$ cat src/rtl/pes_pkg.sv
package pes_pkg;
    // positions of the operand vector flags in the captured flag field
    localparam int VF_RD  = 0;
    localparam int VF_RS1 = 1;
    localparam int VF_RS2 = 2;
    localparam int VF_W   = 3;
endpackage

$ cat src/rtl/pes_sel_mask.sv
// Builds the enable mask (predicate after optional inversion, cut to the
// length) and the issue mask (all in-range elements when zeroing).
module pes_sel_mask #(
    parameter int XLEN = 16,
    parameter int VLW  = 5
) (
    input  logic [VLW-1:0]  vl,
    input  logic [XLEN-1:0] pred_word,
    input  logic            pred_inv,
    input  logic            zero_en,
    output logic [XLEN-1:0] en_mask,
    output logic [XLEN-1:0] issue_mask
);
    logic [XLEN-1:0] range_mask;
    logic [XLEN-1:0] pol_mask;

    always_comb begin
        for (int i = 0; i < XLEN; i++) begin
            range_mask[i] = (32'(vl) > i);
        end
        pol_mask   = pred_inv ? ~pred_word : pred_word;
        en_mask    = pol_mask & range_mask;
        issue_mask = zero_en ? range_mask : en_mask;
    end
endmodule

$ cat src/rtl/pes_pick.sv
// Takes the lowest set bit of a mask and returns the mask without it.
module pes_pick #(
    parameter int XLEN = 16,
    parameter int IW   = 4
) (
    input  logic [XLEN-1:0] mask_in,
    output logic            hit,
    output logic [IW-1:0]   elem,
    output logic [XLEN-1:0] mask_out
);
    always_comb begin
        hit      = 1'b0;
        elem     = '0;
        mask_out = mask_in;
        for (int i = 0; i < XLEN; i++) begin
            if (!hit && mask_in[i]) begin
                hit         = 1'b1;
                elem        = IW'(i);
                mask_out[i] = 1'b0;
            end
        end
    end
endmodule

$ cat src/rtl/pes_map.sv
// Register number for one operand of one element.
module pes_map #(
    parameter int RW = 5,
    parameter int IW = 4
) (
    input  logic [RW-1:0] base,
    input  logic          is_vec,
    input  logic [IW-1:0] elem,
    output logic [RW-1:0] reg_num
);
    localparam int SW = (RW > IW) ? RW + 1 : IW + 1;
    logic [SW-1:0] sum;

    always_comb begin
        sum     = SW'(base) + (is_vec ? SW'(elem) : '0);
        reg_num = sum[RW-1:0];
    end
endmodule

$ cat src/rtl/pes_top.sv
module pes_top #(
    parameter int XLEN  = 16,
    parameter int LANES = 4,
    parameter int RW    = 5,
    localparam int VLW  = $clog2(XLEN + 1),
    localparam int IW   = $clog2(XLEN)
) (
    input  logic                clk,
    input  logic                rst_n,
    input  logic                start,
    input  logic [VLW-1:0]      vl,
    input  logic [XLEN-1:0]     pred_word,
    input  logic                pred_inv,
    input  logic                zero_en,
    input  logic [RW-1:0]       rd_base,
    input  logic [RW-1:0]       rs1_base,
    input  logic [RW-1:0]       rs2_base,
    input  logic                rd_is_vec,
    input  logic                rs1_is_vec,
    input  logic                rs2_is_vec,
    output logic                busy,
    output logic                done,
    output logic [LANES-1:0]    lane_valid,
    output logic [LANES-1:0]    lane_zero,
    output logic [LANES*RW-1:0] lane_rd,
    output logic [LANES*RW-1:0] lane_rs1,
    output logic [LANES*RW-1:0] lane_rs2
);
    import pes_pkg::*;

    typedef struct packed {
        logic                busy;
        logic [XLEN-1:0]     pend;
        logic [XLEN-1:0]     en;
        logic                zm;
        logic [RW-1:0]       rd_b;
        logic [RW-1:0]       rs1_b;
        logic [RW-1:0]       rs2_b;
        logic [VF_W-1:0]     vflag;
    } seq_t;

    seq_t st_d, st_q;

    logic [XLEN-1:0] en_new;
    logic [XLEN-1:0] issue_new;

    pes_sel_mask #(.XLEN(XLEN), .VLW(VLW)) u_sel (
        .vl         (vl),
        .pred_word  (pred_word),
        .pred_inv   (pred_inv),
        .zero_en    (zero_en),
        .en_mask    (en_new),
        .issue_mask (issue_new)
    );

    // lane compaction chain: each lane removes the lowest pending element
    logic [XLEN-1:0] chain [LANES+1];
    logic [IW-1:0]   elem_k [LANES];
    logic [LANES-1:0] hit_k;

    assign chain[0] = st_q.pend;

    for (genvar k = 0; k < LANES; k++) begin : g_lane
        logic [RW-1:0] rd_n, rs1_n, rs2_n;

        pes_pick #(.XLEN(XLEN), .IW(IW)) u_pick (
            .mask_in  (chain[k]),
            .hit      (hit_k[k]),
            .elem     (elem_k[k]),
            .mask_out (chain[k+1])
        );

        pes_map #(.RW(RW), .IW(IW)) u_map_rd (
            .base    (st_q.rd_b),
            .is_vec  (st_q.vflag[VF_RD]),
            .elem    (elem_k[k]),
            .reg_num (rd_n)
        );
        pes_map #(.RW(RW), .IW(IW)) u_map_rs1 (
            .base    (st_q.rs1_b),
            .is_vec  (st_q.vflag[VF_RS1]),
            .elem    (elem_k[k]),
            .reg_num (rs1_n)
        );
        pes_map #(.RW(RW), .IW(IW)) u_map_rs2 (
            .base    (st_q.rs2_b),
            .is_vec  (st_q.vflag[VF_RS2]),
            .elem    (elem_k[k]),
            .reg_num (rs2_n)
        );

        always_comb begin
            lane_valid[k]           = st_q.busy & hit_k[k];
            lane_zero[k]            = st_q.busy & hit_k[k] & st_q.zm & ~st_q.en[elem_k[k]];
            lane_rd [k*RW +: RW]    = rd_n;
            lane_rs1[k*RW +: RW]    = rs1_n;
            lane_rs2[k*RW +: RW]    = rs2_n;
        end
    end

    logic last_grp;
    assign last_grp = (chain[LANES] == '0);

    always_comb begin
        st_d = st_q;
        if (st_q.busy) begin
            st_d.pend = chain[LANES];
            if (last_grp) begin
                st_d.busy = 1'b0;
            end
        end else if (start) begin
            st_d.busy              = 1'b1;
            st_d.pend              = issue_new;
            st_d.en                = en_new;
            st_d.zm                = zero_en;
            st_d.rd_b              = rd_base;
            st_d.rs1_b             = rs1_base;
            st_d.rs2_b             = rs2_base;
            st_d.vflag[VF_RD]      = rd_is_vec;
            st_d.vflag[VF_RS1]     = rs1_is_vec;
            st_d.vflag[VF_RS2]     = rs2_is_vec;
        end
    end

    always_ff @(posedge clk or negedge rst_n) begin
        if (!rst_n) begin
            st_q <= '0;
        end else begin
            st_q <= st_d;
        end
    end

    assign busy = st_q.busy;
    assign done = st_q.busy & last_grp;
endmodule

$ cat config.mk
export PLATFORM = sky130hd
export DESIGN_NAME = pes_top
export DESIGN_NICKNAME = d
export VERILOG_FILES = /design/src/rtl/pes_pkg.sv /design/src/rtl/pes_sel_mask.sv /design/src/rtl/pes_pick.sv /design/src/rtl/pes_map.sv /design/src/rtl/pes_top.sv
export SDC_FILE = /design/constraint.sdc
export NUM_CORES = 1
export LEC_CHECK = 0
export BUFFER_PORTS_ARGS = -buffer_cell sky130_fd_sc_hd__buf_4
export CAP_MARGIN = 25
export CORE_MARGIN = 10
export CORE_UTILIZATION = 55
export DETAILED_ROUTE_END_ITERATION = 16
export GPL_TIMING_DRIVEN = 0
export PLACE_DENSITY = 0.86
export SYNTH_ARGS = -nofsm -noshare
export SYNTH_HDL_FRONTEND = slang
export SYNTH_SLANG_ARGS = --single-unit
$ cat constraint.sdc
create_clock -name clk -period 5.5 [get_ports clk]
set_clock_uncertainty 0.1 [all_clocks]
set_input_delay 0.55 -clock clk [delete_from_list [all_inputs] [get_ports clk]]
set_output_delay 0.55 -clock clk [all_outputs]
set_load 0.02 [all_outputs]
==> impl_metrics.json, run 1 <==
{
  "synth_area_mm2": 0.00678,
  "cts.root.buffer_cell": "clkbuf_16",
  "required_ns": 4.85,
  "synth_seq_cells": 52,
  "drc": 0,
  "clock_latency_ns": 0.30,
  "numPortBuffers": 110,
  "synth_top_area_share": 0.192,
  "dr_wl_met2_um": 10700,
  "num_rows": 40,
  "first_pass_iters": 6,
  "setup_viol": 0,
  "dieWidth_um": 131,
  "cp.buffers_inverters": 3,
  "crit_path_max_incr_delay_ns": 0.59,
  "drt_iter0_drc": 833,
  "drv_slew": 0,
  "finalHoldViolCount": 0,
  "status": "finished, final reports clean",
  "cts_buffers": 5,
  "core_area_mm2": 0.0121,
  "synth_cells": 884,
  "grt_max_degree": 53,
  "yosys_warnings": 0,
  "synth_nets": 988,
  "fmax_mhz": 185,
  "cts_buffer_depth": 2,
  "cap_violations": 0,
  "period_share": 0.983,
  "synth_top_cell_by_area": "dfrtp_1",
  "fin_setup_tns_ns": 0,
  "grt_pass1_wl_um": 35300,
  "yosysUniqueCellTypes": 78,
  "dp_hpwl_um": 17800,
  "syn2layout_area_growth_pct": 23.0,
  "routed_wl_um": 23300,
  "drtAntennaViolNets": 0,
  "overflow": 0,
  "cts_tree": "built",
  "critPathKind": "reg -> out",
  "final_cell_area_mm2": 0.00833,
  "start_kind": "flop",
  "synth-main-ff-cell": "dfrtp_1",
  "vias_per_cell": 6.13,
  "cts.clk_slew.worst_paths_ns": 0.07,
  "antenna_found_initial": 2,
  "cp_data_arrival_time_ns": 4.75,
  "cts_max_level": 2,
  "floorplan.initialDensity": 0.562,
  "die_h_um": 131,
  "tightestPinTransition_ns": 0.952,
  "crit_family": "simple AND/OR/NAND/NOR gates",
  "cp-end-kind": "output pin",
  "synth_edf_count": 0,
  "min_path_type": "in -> async",
  "grt_util_all_layers": 0.258,
  "synth_area_leaders": "dfrtp_1 (19%), ha_1 (8.9%), nand2_1 (7.2%)",
  "avgRoutedWirePerCell_um": 19.5,
  "wl_met1_um": 9070,
  "grt_pass1_vias": 6836,
  "die-area_mm2": 0.0172,
  "crit_path_max_fanout": 10,
  "io_pins": 114,
  "place_area_mm2": 0.00781,
  "gp_congestion": 1.02,
  "ys_seq_area_frac": 0.192,
  "vias": 7316,
  "top_layer_used": "met5",
  "wl_met3_um": 2520,
  "slew_headroom": 0.365,
  "avgSynthCellArea_um2": 7.66,
  "fin_nets": 1127,
  "critPathSlowestCell": "or4_4",
  "period_minus_slack_ns": 5.40,
  "crit_chain": "or4_4 > or3_4 > o22ai_1 > o21ai_2 > a22oi_1 > nand4_1 > buf_4 > a21oi_1 > or2_2 > nand2b_1 > o311a_4 > nand2b_1 > inv_1 > ha_1 > a21o_1 > a21oi_1 > xnor2_1 > buf_4",
  "drive_gt1_frac": 0.212,
  "async_flop_share": 1.00,
  "cts.sinks": 52
}
## layer usage
metal	up-vias	track usage
li1	3387	-
met1	3440	0.321
met2	408	0.416
met3	79	0.0608
met4	2	0.112
met5	-	0
## per-stage QoR
stage,worst slack [ns],hold WS (ns),util,std cells
after floorplan,0.406,0.154,-,884
after global placement,-0.214,0.443,0.648,1162
after detailed placement,-0.287,0.452,0.648,1162
after CTS,0.00655,0.212,0.672,1174
after global routing,-0.0670,0.233,0.691,1193
final,0.0952,0.185,0.691,1193
## path summary, 6_finish.rpt
kind / from / to / slack [ns] / depth (start not counted)
setup / recovery: chain[64] / lane_rs1[18] / 0.1 / 18
hold / removal: rst_n / st_q[4] / 0.18 / 1
setup reg to reg: chain[64] / busy / 1.29 / 14
hold reg to reg: st_q[20] / st_q[20] / 0.48 / 2
max in group asynchronous: rst_n / chain[69] / 4.60 / 1
min in group clk: rs2_is_vec / st_q[2] / 0.34 / 3
## flip-flops by register name, indices dropped and copies added, names as in the netlist
| register | cells |
|---|---|
| busy | 1 |
| chain | 16 |
| st_q | 35 |
## area by class of cell
class / count / area (µm²)
multi-input cells: 719 / 5170
clock inverters: 2 / 16.3
repair buffers: 137 / 1050
well taps: 168 / 210
flip-flops and latches: 52 / 1310
plain buffers: 54 / 236
inverters: 54 / 203
clock buffers: 6 / 129
fillers: 976 / 3730
diodes: 1 / 2.50
## cells in the mapped netlist, types with 6 or more instances
cell type    n
o221ai_1     6
o211ai_1    11
nor2b_1     28
clkbuf_1    51
inv_1       54
nand3_1     11
nor2_1      52
o21ai_0     42
nand2b_1     9
fa_1        12
a21o_1      32
mux2_2       8
o22ai_1      6
a31oi_1      8
maj3_1      11
a22o_1       7
and2_1      18
xnor2_1     44
ha_1        48
xor2_1      13
or2_2        6
a21oi_1     78
o31ai_1     10
and3_1       9
mux2i_1     23
or3_1        7
o21a_1       7
nor3_1       9
a211oi_1     8
nand2_1    130
dfrtp_1     52
## kinds of logic (layout without fill, tap and decap cells)
family                     after synthesis  after routing  synth area share
buffers and inverters                  113            253            0.0683
xor gates and xnor gates                57             57            0.0737
adders and majority gates               71             71             0.140
AOI/OAI and AO/OA                      259            259             0.256
other                                    0              1                 0
muxes                                   34             34            0.0539
DFF                                     52             52             0.192
and+or+nand+nor                        298            298             0.216
## cell usage in the layout (no fill, tap or decap), types with 39 or more instances in the layout
cell,Yosys,final
o21ai_0,42,39
a21oi_1,78,74
xnor2_1,44,44
buf_4,0,135
dfrtp_1,52,47
inv_1,54,51
nand2_1,130,129
clkbuf_1,51,46
nor2_1,52,51
ha_1,48,46
## worst reg2reg max path: cells and delay by family, from the launching register on
family	cells	cell delay [ns]
flops	1	0.45
simple gates	7	2.22
buf+inv	1	0.16
compound gates	6	1.14
## repair_timing
action	in CTS	in global routing
hold buffers	0	0
gates cloned	0	0
gates resized for setup	22	26
setup endpoints to repair	29	25
pin swaps	8	23
buffers inserted	7	20
Power of run 1 is not shown: default switching activity piles up to over one toggle a cycle in this logic, so the estimate is an artifact.
==> run 2: changes to the inputs <==
Settings changed: REMOVE_ABC_BUFFERS set to 1.
==> run 2 against run 1 <==
Against the previous run: sequential share of layout area is 0.16 points higher; count of clock-buffer cells in the layout shrank 1; final area down 0.75%; via count is 3.4% lower; critical path depth is 1 higher; non-clock buffer count shrank 40; largest cell class unchanged; maximum frequency increased by 0.48%; flip-flop and latch count did not move; worst hold slack gained 0.0086 ns; utilization down 0.52 points; global-route usage is 1.1 points lower.
==> impl_metrics.json, run 2 (same netlist as run 1, synthesis figures left out) <==
{
  "status": "finished, final reports clean",
  "final_common_cell": "buf_4",
  "avgRoutedWirePerCell_um": 19.4,
  "drc": 0,
  "reg2reg_slack_ns": 1.40,
  "final_cell_mix": "buf_4 (148), nand2_1 (128), a21oi_1 (72)",
  "r2r_end": "busy",
  "num_rows": 40,
  "core_area_mm2": 0.0121,
  "dp_hpwl_um": 16100,
  "syn2layout_area_growth_pct": 22.0,
  "drv_slew": 0,
  "period_minus_slack_ns": 5.38,
  "dieWidth_um": 131,
  "cts_tree": "built",
  "vias_per_cell": 6.13,
  "required_ns": 4.85,
  "cts_buffer_depth": 2,
  "grt_pass1_vias": 6628,
  "cts_max_level": 2,
  "hold_buffers": 0,
  "drive_gt1_frac": 0.240,
  "die-area_mm2": 0.0172,
  "period_share": 0.978,
  "worst_slack_ns": 0.121,
  "fmax_mhz": 186,
  "die_h_um": 131,
  "first_pass_iters": 6,
  "min_path_type": "in -> async",
  "io_pins": 114,
  "finalHoldViolCount": 0,
  "routed_wl_um": 22400,
  "grt_util_all_layers": 0.247,
  "cap_violations": 0,
  "drt_iter0_drc": 785,
  "nFillCells": 979,
  "grt_max_degree": 53,
  "vias": 7066,
  "floorplan.initialDensity": 0.562,
  "cts.clk_slew.worst_paths_ns": 0.08,
  "numPortBuffers": 113,
  "grt_pass1_wl_um": 34100,
  "antenna_found_initial": 0,
  "cts.root.buffer_cell": "clkbuf_16",
  "largest_register_ffs": 35,
  "r2r_cells": 14,
  "r2r-start": "chain[64]",
  "fin_nets": 1087,
  "cts_buffers": 5,
  "drtAntennaViolNets": 0,
  "largest_register": "st_q",
  "overflow": 0,
  "gp_congestion": 0.971,
  "slew_headroom": 0.214,
  "cts.sinks": 52,
  "clock_latency_ns": 0.30,
  "critPathKind": "reg -> out",
  "crit_path_max_fanout": 8,
  "pre_cts_ws_ns": -0.673,
  "start_kind": "flop",
  "setup_viol": 0,
  "tightestPinTransition_ns": 1.18,
  "diodes": 0,
  "cp_data_arrival_time_ns": 4.73,
  "cp-end-kind": "output pin"
}
## run 2: layout make-up
type | count | area [µm²] | area share
Clock inverter | 3 | 23.8 | 0.00287
Inverter | 54 | 203 | 0.0245
Sequential cell | 52 | 1310 | 0.159
Clock buffer | 5 | 125 | 0.0151
Tap cell | 168 | 210 | 0.0254
Multi-Input combinational cell | 719 | 5240 | 0.634
Timing Repair Buffer | 151 | 1160 | 0.140
## run 2: how the worst max path moves through the flow
stage	from	slack, ns	to	cells after the start
finish	chain[64]	0.12	lane_rs1[19]	19
global route	chain[64]	-0.04	lane_rs1[19]	19
CTS	chain[71]	0.03	lane_rs1[18]	16
detailed placement	chain[66]	-0.67	lane_rd[14]	14
global placement	chain[66]	-0.71	lane_rs1[14]	17
floorplan	chain[67]	0.22	lane_rs1[19]	17
## run 2: critical path, cell delays in order, from the launching register on
cell,delay [ns]
dfrtp_2,0.45
buf_4,0.17
or4_4,0.48
or3_4,0.39
a21oi_4,0.21
a31oi_4,0.15
or3_4,0.48
o211ai_1,0.25
o31ai_1,0.14
a21boi_2,0.20
o211ai_4,0.16
and2_4,0.21
ha_1,0.18
inv_1,0.07
fa_2,0.21
inv_1,0.05
a21o_1,0.18
a21oi_2,0.16
xnor2_1,0.13
buf_4,0.16
## run 2: routing by layer
layer / track usage / vias to the layer above / wire [µm]
met3: 0.0608 / 70 / 2360
li1: - / 3303 / -
met2: 0.401 / 409 / 10300
met5: 0 / - / 0
met1: 0.315 / 3284 / 9000
met4: 0.0785 / 0 / 742
## run 2: per-stage QoR
stage	instance area [µm²]	setup TNS [ns]	std cells	hold WS, ns	utilization
6_report	8270	0	1152	0.193	0.686
5_1_grt	8270	-0.145	1152	0.239	0.686
4_1_cts	7980	0	1132	0.219	0.662
3_5_place_dp	7610	-11.46	1108	0.433	0.631
3_3_place_gp	7570	-10.33	1106	0.431	0.628
2_1_floorplan	6520	0	825	0.154	-
## run 2: what timing repair did
item / in CTS / in global routing
endpoints found under the setup margin: 42 / 18
setup buffers: 16 / 19
pin swaps: 7 / 12
resized for setup: 23 / 29
Power of run 2 is left out for the same reason.
==> run 3: changes to the inputs <==
--- a/config.mk
+++ b/config.mk
@@ -15,2 +15,3 @@
 export REMOVE_ABC_BUFFERS = 1
+export SLEW_MARGIN = 10
 export SYNTH_ARGS = -nofsm -noshare
==> constraint.sdc (replaced) <==
create_clock -name clk -period 5.5 [get_ports clk]
set_clock_uncertainty 0.1 [all_clocks]
set_input_delay 0 -clock clk [delete_from_list [all_inputs] [get_ports clk]]
set_output_delay 0 -clock clk [all_outputs]
set_load 0.02 [all_outputs]
==> run 3 against run 2 <==
Against the previous run: die area is the same; critical path depth did not move; worst setup slack gained 0.14 ns; first-iteration DRC count fell by 10%; critical path type unchanged; wire length stayed put; worst hold slack worse by 0.17 ns; flip-flop and latch count stayed put; register-to-register slack got worse by 0.23 ns; global-route usage is 0.68 points higher; final area is 0.41% higher; via count is 0.11% higher.
==> impl_metrics.json, run 3 (same netlist as run 1, synthesis figures left out) <==
{
  "pre_cts_ws_ns": -0.101,
  "fmax_mhz": 191,
  "slew_headroom": 0.228,
  "dieWidth_um": 131,
  "overflow": 0,
  "die_h_um": 131,
  "core_area_mm2": 0.0121,
  "cts.root.buffer_cell": "clkbuf_16",
  "finalNonFillerCells": 1163,
  "tightestPinTransition_ns": 1.16,
  "grt_setup_unrepaired": "no",
  "die-area_mm2": 0.0172,
  "grt_max_degree": 53,
  "multi_input_area_mm2": 0.00512,
  "drtAntennaViolNets": 0,
  "vias_per_cell": 6.08,
  "fin_nets": 1098,
  "largest_register": "st_q",
  "routed_wl_um": 22400,
  "cp-end-kind": "output pin",
  "cts_tree": "built",
  "drt_iter0_drc": 706,
  "min_path_type": "in -> reg",
  "utilization": 0.688,
  "grt_util_all_layers": 0.254,
  "regArea_mm2": 0.00131,
  "cts_max_level": 2,
  "antenna_found_initial": 0,
  "drv_slew": 0,
  "grt_pass1_vias": 6806,
  "clock_latency_ns": 0.30,
  "cts_buffers": 5,
  "diodes": 0,
  "status": "finished, final reports clean",
  "critPathKind": "reg -> out",
  "period_minus_slack_ns": 5.24,
  "worst_slack_ns": 0.261,
  "cp_data_arrival_time_ns": 5.14,
  "drive_gt1_frac": 0.184,
  "io_pins": 114,
  "required_ns": 5.40,
  "start_kind": "flop",
  "final_common_cell": "nand2_1",
  "dp.cells": 1107,
  "hold_slack_ns": 0.0251,
  "avgRoutedWirePerCell_um": 19.2,
  "dp_hpwl_um": 16000,
  "finalHoldViolCount": 0,
  "crit_path_max_fanout": 14,
  "period_share": 0.953,
  "floorplan.initialDensity": 0.562,
  "num_rows": 40,
  "setup_viol": 0,
  "grt_pass1_wl_um": 35100,
  "gp_congestion": 0.971,
  "largest_register_ffs": 35,
  "nFillCells": 919,
  "drc": 0,
  "numPortBuffers": 113,
  "first_pass_iters": 5,
  "cts.clk_slew.worst_paths_ns": 0.08,
  "syn2layout_area_growth_pct": 22.5,
  "vias": 7074,
  "cts_buffer_depth": 2,
  "cts.sinks": 52,
  "cap_violations": 0,
  "final_cell_mix": "nand2_1 (129), buf_4 (122), a21oi_1 (76)"
}
run 3: changes by cell type in the layout (fill, tap and decap cells not counted), sizes merged:
cell,before,now
buf,151,123
dlygate4sd3,0,39
run 3: repair_timing:
item,CTS,global route
pin swaps,2,3
hold buffers,39,0
buffers inserted,2,6
hold endpoints to repair,91,0
setup endpoints to repair,22,21
gates resized for setup,5,16
run 3: path summary, 6_finish.rpt:
check,from,to,slack (ns),cells past startpoint
max in group asynchronous,rst_n,chain[67],4.61,2
max reg2reg,chain[66],busy,1.17,13
min,vl[0],chain[70],0.03,3
min reg2reg,st_q[28],st_q[28],0.47,2
min in group asynchronous,rst_n,st_q[14],0.17,2
max,chain[64],lane_rs2[19],0.26,19
run 3: worst max-delay path: stages, from the launching register on:
cell,delay (ns)
dfrtp_2,0.53
maj3_1,0.48
or3_1,0.47
and3_1,0.23
o311a_1,0.38
or3_4,0.49
nor3_4,0.29
o31ai_1,0.14
a21boi_2,0.20
o211ai_4,0.10
buf_4,0.19
and2_1,0.16
ha_1,0.18
inv_1,0.07
fa_1,0.20
inv_1,0.06
a21o_1,0.16
a21oi_1,0.21
xnor2_1,0.14
buf_4,0.16
run 3: area by class of cell:
class / instances / share of cell area
clock inverters: 3 / 0.00286
flip-flops and latches: 52 / 0.157
inverters: 54 / 0.0244
clock buffers: 5 / 0.0151
repair buffers: 162 / 0.159
well taps: 168 / 0.0253
multi-input cells: 719 / 0.616
run 3: stage by stage:
step	cell area, µm²	setup TNS (ns)
2_1_floorplan	6520	0
3_3_place_gp	7570	-0.520
3_5_place_dp	7600	-0.517
4_1_cts	8190	0
5_1_grt	8300	0
6_report	8300	0
run 3: routing by layer:
metal  routed length [µm]  track usage
met5                    0            0
met4                  618       0.0798
met1                 8960        0.320
met2                10400        0.419
met3                 2370       0.0608
Power of run 3 is left out for the same reason.
